## config.mk

```make
export PLATFORM = sky130hd
export DESIGN_NAME = dma_chan_seq
export DESIGN_NICKNAME = d
export VERILOG_FILES = /design/src/rtl/dma_seq_pkg.sv /design/src/rtl/dma_addr_unit.sv /design/src/rtl/dma_seq_ctrl.sv /design/src/rtl/dma_chan_seq.sv
export SDC_FILE = /design/constraint.sdc
export NUM_CORES = 1
export LEC_CHECK = 0
export ABC_AREA = 0
export BUFFER_PORTS_ARGS = -buffer_cell sky130_fd_sc_hd__buf_2
export CORE_UTILIZATION = 55
export CTS_CLUSTER_DIAMETER = 120
export DETAILED_ROUTE_END_ITERATION = 10
export PLACE_DENSITY = 0.87
export SETUP_SLACK_MARGIN = 0.05
export SLEW_MARGIN = 20
export SYNTH_ARGS = -nofsm -noshare
export SYNTH_HDL_FRONTEND = slang
export SYNTH_SLANG_ARGS = --single-unit
```

## constraint.sdc

```tcl
create_clock -name clk -period 10.26 [get_ports clk]
set_clock_uncertainty 0.1 [all_clocks]
set_input_delay 1.026 -clock clk [delete_from_list [all_inputs] [get_ports clk]]
set_output_delay 1.026 -clock clk [all_outputs]
set_load 0.005 [all_outputs]
```

## src/rtl/dma_seq_pkg.sv

```systemverilog
// Shared types and codes of the DMA channel sequencer.
// Assumes: address-control and width codes are two bits wide.
package dma_seq_pkg;
    typedef enum logic [1:0] {ST_IDLE, ST_WAIT, ST_RD, ST_WR} seq_state_t;

    localparam logic [1:0] ACTL_INC = 2'd0;
    localparam logic [1:0] ACTL_DEC = 2'd1;
    localparam logic [1:0] ACTL_FIX = 2'd2;
    localparam int         MAX_BURST_CODE = 10;
endpackage

```

## src/rtl/dma_addr_unit.sv

```systemverilog
// Holds one side's current address and steps it after each finished element.
// Assumes: load and step are never high together (the controller guarantees it).
module dma_addr_unit
    import dma_seq_pkg::*;
#(
    parameter int ADDR_W = 32
) (
    input  logic              clk,
    input  logic              rst_n,
    input  logic              load,
    input  logic [ADDR_W-1:0] load_addr,
    input  logic              step,
    input  logic [1:0]        wcode,
    input  logic [1:0]        actl,
    output logic [ADDR_W-1:0] cur
);
    logic [ADDR_W-1:0] stride;

    // Element size in bytes for this side.
    assign stride = ADDR_W'(1) << wcode;

    // Load on start, otherwise move by one element per completed write.
    always_ff @(posedge clk) begin
        if (!rst_n) begin
            cur <= '0;
        end else if (load) begin
            cur <= load_addr;
        end else if (step) begin
            case (actl)
                ACTL_INC: cur <= cur + stride;
                ACTL_DEC: cur <= cur - stride;
                default:  cur <= cur;
            endcase
        end
    end

    AST_ADDR_HOLD: assert property (@(posedge clk) disable iff (!rst_n)
        (!load && (!step || actl == ACTL_FIX)) |=> cur == $past(cur));
    AST_ADDR_DEC: assert property (@(posedge clk) disable iff (!rst_n)
        (!load && step && actl == ACTL_DEC) |=> cur == $past(cur) - $past(stride));
endmodule

```

## src/rtl/dma_seq_ctrl.sv

```systemverilog
// Transfer state machine: start checks, burst grouping, beat sequencing,
// count tracking and the three event pulses.
// Assumes: configuration inputs stay stable while the channel is busy.
module dma_seq_ctrl
    import dma_seq_pkg::*;
#(
    parameter int CNT_W  = 16,
    parameter int DATA_W = 64
) (
    input  logic              clk,
    input  logic              rst_n,
    input  logic              start,
    input  logic              abort,
    input  logic              align_bad,
    input  logic [CNT_W-1:0]  count,
    input  logic [3:0]        burst_code,
    input  logic              src_hs,
    input  logic              dst_hs,
    input  logic              src_dreq,
    input  logic              dst_dreq,
    input  logic              req_ready,
    input  logic              rsp_err,
    input  logic [DATA_W-1:0] rdata,
    output seq_state_t        state,
    output logic [CNT_W-1:0]  remaining,
    output logic [DATA_W-1:0] wdata,
    output logic              load,
    output logic              step,
    output logic              tc_evt,
    output logic              err_evt,
    output logic              abt_evt
);
    logic [CNT_W-1:0] burst_left;
    logic [CNT_W-1:0] burst_len;
    logic [CNT_W-1:0] first_len;
    logic [3:0]       code_eff;
    logic             hs_ok;

    // Clamp the burst code and size the next burst to what remains.
    assign code_eff  = (burst_code > 4'(MAX_BURST_CODE)) ? 4'(MAX_BURST_CODE) : burst_code;
    assign burst_len = CNT_W'(1) << code_eff;
    assign first_len = (remaining < burst_len) ? remaining : burst_len;

    // A burst may begin once every handshaking side is requesting.
    assign hs_ok = (!src_hs || src_dreq) && (!dst_hs || dst_dreq);

    // Address units load on an accepted start and step on a clean write.
    assign load = (state == ST_IDLE) && start && !align_bad;
    assign step = (state == ST_WR) && req_ready && !rsp_err && !abort;

    // Sequencer state, counters, captured read data and event pulses.
    always_ff @(posedge clk) begin
        if (!rst_n) begin
            state      <= ST_IDLE;
            remaining  <= '0;
            burst_left <= '0;
            wdata      <= '0;
            tc_evt     <= 1'b0;
            err_evt    <= 1'b0;
            abt_evt    <= 1'b0;
        end else begin
            tc_evt  <= 1'b0;
            err_evt <= 1'b0;
            abt_evt <= 1'b0;
            if (state == ST_IDLE) begin
                if (start) begin
                    if (align_bad) begin
                        err_evt <= 1'b1;
                    end else begin
                        remaining <= count;
                        if (count == '0) tc_evt <= 1'b1;
                        else             state  <= ST_WAIT;
                    end
                end
            end else if (abort) begin
                abt_evt <= 1'b1;
                state   <= ST_IDLE;
            end else if (state == ST_WAIT) begin
                if (hs_ok) begin
                    burst_left <= first_len;
                    state      <= ST_RD;
                end
            end else if (state == ST_RD) begin
                if (req_ready) begin
                    if (rsp_err) begin
                        err_evt <= 1'b1;
                        state   <= ST_IDLE;
                    end else begin
                        wdata <= rdata;
                        state <= ST_WR;
                    end
                end
            end else if (req_ready) begin
                if (rsp_err) begin
                    err_evt <= 1'b1;
                    state   <= ST_IDLE;
                end else begin
                    remaining  <= remaining - 1'b1;
                    burst_left <= burst_left - 1'b1;
                    if (remaining == CNT_W'(1)) begin
                        tc_evt <= 1'b1;
                        state  <= ST_IDLE;
                    end else if (burst_left == CNT_W'(1)) begin
                        state <= ST_WAIT;
                    end else begin
                        state <= ST_RD;
                    end
                end
            end
        end
    end

    AST_HS_HOLD: assert property (@(posedge clk) disable iff (!rst_n)
        (state == ST_WAIT && !abort && src_hs && !src_dreq) |=> state != ST_RD);
    AST_BURST_BOUND: assert property (@(posedge clk) disable iff (!rst_n)
        (state == ST_RD) |-> (burst_left != '0 && burst_left <= burst_len));
    AST_COUNT_STEP: assert property (@(posedge clk) disable iff (!rst_n)
        step |=> remaining == $past(remaining) - 1'b1);
endmodule

```

## src/rtl/dma_chan_seq.sv

```systemverilog
// Top of one DMA channel sequencer: alignment check, beat request mux,
// two address units and the transfer controller.
// Assumes: a beat completes in the cycle req_valid and req_ready are both high.
module dma_chan_seq
    import dma_seq_pkg::*;
#(
    parameter int ADDR_W = 32,
    parameter int CNT_W  = 16,
    parameter int DATA_W = 64
) (
    input  logic              clk,
    input  logic              rst_n,
    input  logic              start,
    input  logic              abort,
    input  logic [ADDR_W-1:0] src_addr,
    input  logic [ADDR_W-1:0] dst_addr,
    input  logic [CNT_W-1:0]  xfer_count,
    input  logic [1:0]        src_width,
    input  logic [1:0]        dst_width,
    input  logic [3:0]        burst_code,
    input  logic [1:0]        src_actl,
    input  logic [1:0]        dst_actl,
    input  logic              src_hs,
    input  logic              dst_hs,
    input  logic              src_dreq,
    input  logic              dst_dreq,
    output logic              req_valid,
    output logic              req_write,
    output logic [ADDR_W-1:0] req_addr,
    output logic [1:0]        req_size,
    output logic [DATA_W-1:0] req_wdata,
    input  logic              req_ready,
    input  logic              rsp_err,
    input  logic [DATA_W-1:0] rsp_rdata,
    output logic              busy,
    output logic [CNT_W-1:0]  remaining,
    output logic [ADDR_W-1:0] cur_src,
    output logic [ADDR_W-1:0] cur_dst,
    output logic              tc_evt,
    output logic              err_evt,
    output logic              abt_evt
);
    seq_state_t        state;
    logic              load;
    logic              step;
    logic              align_bad;
    logic [ADDR_W-1:0] src_mask;
    logic [ADDR_W-1:0] dst_mask;

    // Start-time alignment check of both programmed addresses.
    assign src_mask  = (ADDR_W'(1) << src_width) - 1'b1;
    assign dst_mask  = (ADDR_W'(1) << dst_width) - 1'b1;
    assign align_bad = ((src_addr & src_mask) != '0) || ((dst_addr & dst_mask) != '0);

    // Beat request presented from the controller state.
    assign busy      = (state != ST_IDLE);
    assign req_valid = (state == ST_RD) || (state == ST_WR);
    assign req_write = (state == ST_WR);
    assign req_addr  = req_write ? cur_dst : cur_src;
    assign req_size  = req_write ? dst_width : src_width;

    dma_seq_ctrl #(.CNT_W(CNT_W), .DATA_W(DATA_W)) u_ctrl (
        .clk(clk), .rst_n(rst_n), .start(start), .abort(abort),
        .align_bad(align_bad), .count(xfer_count), .burst_code(burst_code),
        .src_hs(src_hs), .dst_hs(dst_hs), .src_dreq(src_dreq), .dst_dreq(dst_dreq),
        .req_ready(req_ready), .rsp_err(rsp_err), .rdata(rsp_rdata),
        .state(state), .remaining(remaining), .wdata(req_wdata),
        .load(load), .step(step),
        .tc_evt(tc_evt), .err_evt(err_evt), .abt_evt(abt_evt)
    );

    dma_addr_unit #(.ADDR_W(ADDR_W)) u_src_addr (
        .clk(clk), .rst_n(rst_n), .load(load), .load_addr(src_addr),
        .step(step), .wcode(src_width), .actl(src_actl), .cur(cur_src)
    );

    dma_addr_unit #(.ADDR_W(ADDR_W)) u_dst_addr (
        .clk(clk), .rst_n(rst_n), .load(load), .load_addr(dst_addr),
        .step(step), .wcode(dst_width), .actl(dst_actl), .cur(cur_dst)
    );

    AST_TC_IDLE: assert property (@(posedge clk) disable iff (!rst_n)
        tc_evt |-> !busy);
    AST_ERR_NO_TC: assert property (@(posedge clk) disable iff (!rst_n)
        err_evt |-> !tc_evt);
    AST_ABORT_STOP: assert property (@(posedge clk) disable iff (!rst_n)
        (busy && abort) |=> (abt_evt && !busy && !tc_evt));
    AST_VALID_COUNT: assert property (@(posedge clk) disable iff (!rst_n)
        req_valid |-> remaining != '0);
    AST_BAD_START: assert property (@(posedge clk) disable iff (!rst_n)
        (!busy && start && align_bad) |=> (err_evt && !busy));
endmodule

```

; After elaboration in Yosys (flattened, before gate mapping)
; Cells that the tools add are included.
[totals]
register_bits = 165
inputBits = 166
output_inout_bits = 184
wordCells = 137
[op_classes]
add_sub_neg = 8
order_cmp = 2
eq_ne = 18
shifts = 3
n_mux = 55
bitwise_logic = 7
reduce_logical = 35
[ops]
columns = op, n
row1 = $mux 16, 14
row2 = $mux 32, 5
row3 = $pmux 32 s2, 2
row4 = $add 32x32->32, 2
row5 = $and 32x32->32, 2
row6 = $reduce_bool 32->1, 2
row7 = $shl 1x2->32 const A, 2
row8 = $sub 32x1->32 const B, 2
row9 = $sub 32x32->32, 2
row10 = $eq 16x1->1 const B, 2
row11 = $sub 16x1->16 const B, 2
row12 = $mux 2, 15
row13 = $mux 1, 18
row14 = $logic_not 16->1, 1
row15 = $lt 16x16->1, 1
row16 = $shl 1x4->16 const A, 1
row17 = $ne 2x1->1 const B, 7
row18 = $reduce_and 6->1, 2
row19 = $reduce_bool 2->1, 4
row20 = $reduce_and 7->1, 1
row21 = $eq 2x1->1 const B, 3
row22 = $logic_and 1x1->1, 6
row23 = $logic_not 2->1, 3
row24 = $ne 2x2->1 const B, 3
row25 = other kinds (12), 26

; Depth between registers and ports, before layout
[logic_depth]
depth_word = 9
ltp_mapped = 14
ltp_nobuf = 14

; Modules after synthesis
; From an unflattened synthesis, not the netlist that was laid out.
[unflattened]
cells_unflattened = 1631
area_unflattened_um2 = 12192.9
[by_module_without_submodules]
columns = module, n_inst, cells_each, area_each_um2, seq_area_each_um2
row1 = dma_seq_ctrl, 1, 678, 5101.1, 2021.9
row2 = dma_addr_unit at u_dst_addr, 1, 440, 3233.1, 640.6
row3 = dma_addr_unit at u_src_addr, 1, 430, 3151.8, 640.6
row4 = dma_chan_seq, 1, 83, 706.9, 0.0

; Worst setup path before layout
; OpenSTA, ideal clock, no wires.
[synth_path]
kind = input port to flip-flop
from = input src_actl[1]
to = register u_src_addr.cur[28]
setup_time_ns = 0.095
arrival_time_ns = 4.132
t_required_ns = 10.065
setup_slack_ns = 5.932
stages = 13
n_path_buf = 1
cell_sequence = nand2b_1 > inv_1 > ha_1 > buf_2 > a21oi_1 > o21ai_0 > or3_1 > o32a_1 > a31oi_2 > o21ai_1 > a31oi_1 > mux2_2 > a221oi_1
[synth_between]
elab_chain_len = 4
elab_cells_between_ends = 7
classes_between = eq/ne: 1 / mux: 3 / reduce/logical: 3
[synth_rtl]
columns = element, line
row1 = "start, declared", dma_chan_seq.sv:21  ; input logic [1:0] src_actl,
row2 = $eq 2x1->1 or $logic_not 2->1 (tied branches), dma_addr_unit.sv:29  ; case (actl)
row3 = $pmux 32 s2, dma_addr_unit.sv:29
row4 = $mux 32, dma_addr_unit.sv:28  ; end else if (step) begin
row5 = $mux 32, dma_addr_unit.sv:26  ; end else if (load) begin
row6 = "end signal, assigned", dma_addr_unit.sv:27  ; cur <= load_addr;
row7 = "end signal, assigned", dma_addr_unit.sv:30  ; ACTL_INC: cur <= cur + stride;
row8 = "end signal, assigned", dma_addr_unit.sv:31  ; ACTL_DEC: cur <= cur - stride;
row9 = "end, declared", dma_addr_unit.sv:15  ; output logic [ADDR_W-1:0] cur
; Parallel ways exist; a longest one is shown, timed or not. The select of a mux whose other input is x is not followed.
; A chain may end at the register's enable or synchronous reset.

; Worst setup path in the final report
; Ends and elaborated chain as after synthesis.

==> results_dict.tcl <==
set metrics [dict create \
    synth_area_leaders "dfxtp_1 (28%), ha_1 (9.3%), a21oi_1 (9.0%)" \
    row_count 53 \
    p_total_mw 1.712 \
    status "finished, final reports clean" \
    start_util_pct 56.10 \
    cts_tree "done" \
    timing.final.crit_share_pct 44.49 \
    gr-usage-all-layers_pct 36.51 \
    synth_top_area_cell "dfxtp_1" \
    clk_pin_slew_ns 0.07 \
    maxSlewViolCount 0 \
    insertion_delay_ns 0.44 \
    via_per_inst 6.151 \
    cts_buffers 17 \
    synth_warnings 0 \
    synth_cell_type_count 67 \
    antenna_found_initial 7 \
    path_cells "buf_2 -> nand2b_1 -> inv_1 -> ha_1 -> a21oi_1 -> o21ai_0 -> or3_1 -> o32a_1 -> a31oi_2 -> o21ai_1 -> a31oi_1 -> mux2_2 -> a221oi_1" \
    arrival_ns 4.79 \
    clockBufferDepth 2 \
    core_area_um2 20960 \
    peakVddDrop_uv 108.7 \
    synth_edf_count 0 \
    drt_iter0_drc 1097 \
    dp_hpwl_um 30640 \
    post_cts_buffers 0 \
    crit_path_end_kind "register" \
    rsz0062_at_grt "no" \
    critPathKind "primary input to register" \
    yosys.area.top_type_share_pct 28.10 \
    cp_slowest_cell "inv_1" \
    critPathMaxStageDelay_ns 0.74 \
    routed_wl_um 41570 \
    synth_area_um2 11760 \
    tightest_slew_ns 1.034 \
    clock-sinks 165 \
    tns_ns 0 \
    dieArea_um2 21960 \
    synth_area_per_cell_um2 7.365 \
    pin_count 350 \
    ys_async_sr_fraction_pct 0 \
    die_w_um 148.2 \
    place_congestion 0.9626 \
    period_needed_ns 4.565 \
    max_freq_ghz 0.2191 \
    drt-wirelength-per-cell_um 19.03 \
    drcViolationCount 0 \
    start_kind "primary input" \
    crit_fanout 28 \
    grt_overflow 0 \
    synthToLayoutAreaGrowth_pct 21.38 \
    ant_nets 0 \
    cts_hold_buf 0 \
    hold_slack_ns 0.3528 \
    drive_above_1_share_pct 23.63 \
    drt_first_pass_iters 6 \
    numPortBuffers 349 \
    cts_resized 0 \
    h-tree-depth 4 \
    synth-main-ff-cell "dfxtp_1" \
    grt_pass1_vias 12140 \
    leakage_nw 6.572 \
    holdCritPathClass "register to register" \
    grt_max_degree 95 \
    final_cell_mix "buf_2 (349), nand2_1 (252), a21oi_1 (210)" \
    synth_cells 1596 \
    final_common_cell "buf_2" \
    root_buffer "clkbuf_16" \
    yosysSeqAreaShare_pct 28.10 \
    setup_viol 0 \
    die_h_um 148.2 \
    maxCapViolCount 0 \
    nets 2146 \
    finalHoldViolCount 0 \
    grt_pass1_wl_um 63450 \
    vias 13440 \
    slew_headroom_pct 31.05 \
    ys_seq_elements 165 \
    cp_data_required_time_ns 10.48 \
    powerDensity_nw_per_um2 120.0 \
]
-- worst max-delay path, delay by kind of cell --
| family | cells | cell delay, ns |
|---|---|---|
| AO/OA/AOI/OAI | 7 | 1.45 |
| buffers and inverters | 2 | 0.85 |
| multiplexers | 1 | 0.35 |
| adder cells (fa/ha/maj) | 1 | 0.48 |
| AND/OR/NAND/NOR | 2 | 0.60 |
-- per-stage QoR --
step,cells,util (%),setup WS (ns),cell area (um^2)
CTS,2179,67.98,5.731,14250
global placement,2147,65.05,5.358,13630
finish,2185,68.09,5.695,14270
detailed placement,2147,65.05,5.316,13630
global route,2184,68.08,5.460,14270
floorplan,1600,-,5.932,11770
-- worst paths after layout --
path	from	to	slack, ns	depth (start not counted)
min	u_ctrl.wdata[25]	u_ctrl.wdata[25]	0.35	2
max reg2reg	u_ctrl.state[0]	u_src_addr.cur[4]	6.57	6
min reg2reg	u_ctrl.wdata[25]	u_ctrl.wdata[25]	0.35	2
max	src_actl[1]	u_src_addr.cur[28]	5.69	13
-- metal layers --
metal | routed length [um] | vias up | share of wire [%] | GRT usage [%]
met1 | 16300 | 6253 | 39 | 43.88
met3 | 3620 | 133 | 8.7 | 7.362
met5 | 13 | - | 0.031 | 0
li1 | - | 6379 | - | -
met4 | 1922 | 2 | 4.6 | 19.18
met2 | 19720 | 673 | 47 | 61.43
-- cell type report --
cell class,instances,area [um^2]
diodes,6,15.01
clock buffers,18,439.2
clock inverters,14,176.4
fillers,1889,6686
inverters,48,181.4
multi-input cells,1300,7988
flip-flops and latches,165,3303
well taps,275,344.1
repair buffers,359,1822
-- synthesized netlist by cell type (all sizes together), types with 8 or more instances --
cell and n:
or3 9, inv 48, a31oi 25, nand4 13, o21a 16, a211oi 23
dfxtp 165, nand2b 9, and3 12, mux2i 18, nand3 38, ha 87
o211ai 19, a21oi 211, mux2 36, o21ai 124, a21o 38, nor2b 18
nor4 19, or2 8, a311oi 18, nor3 35, buf 9, o31ai 10
xnor2 27, nand2 252, nor2 129, xor2 18, clkbuf 78
-- logic make-up (layout without fill, tap and decap cells) --
logic type	count (synthesis)	in the layout	synth area share, %
XOR/XNOR	45	45	3.353
flip-flops	165	165	28.10
other	1	11	0.03190
adder cells (fa/ha/maj)	89	89	9.601
buffers and inverters	135	439	4.343
AND/OR/NAND/NOR	564	564	21.46
multiplexers	54	54	4.981
AO/OA/AOI/OAI	543	543	28.13
-- registers in the layout, summed over array words and instances (netlist names) --
name               count
u_ctrl.wdata          64
u_dst_addr.cur        32
u_src_addr.cur        32
u_ctrl.burst_left     16
u_ctrl.remaining      16
u_ctrl.state           2
u_ctrl.abt_evt         1
u_ctrl.err_evt         1
u_ctrl.tc_evt          1
-- report_power, final --
part,switching (mW),internal (mW)
sequential,0.0236,0.654
clock,0.314,0.360
combinational,0.216,0.144
No activity file was read; power rests on OpenSTA's default activity.
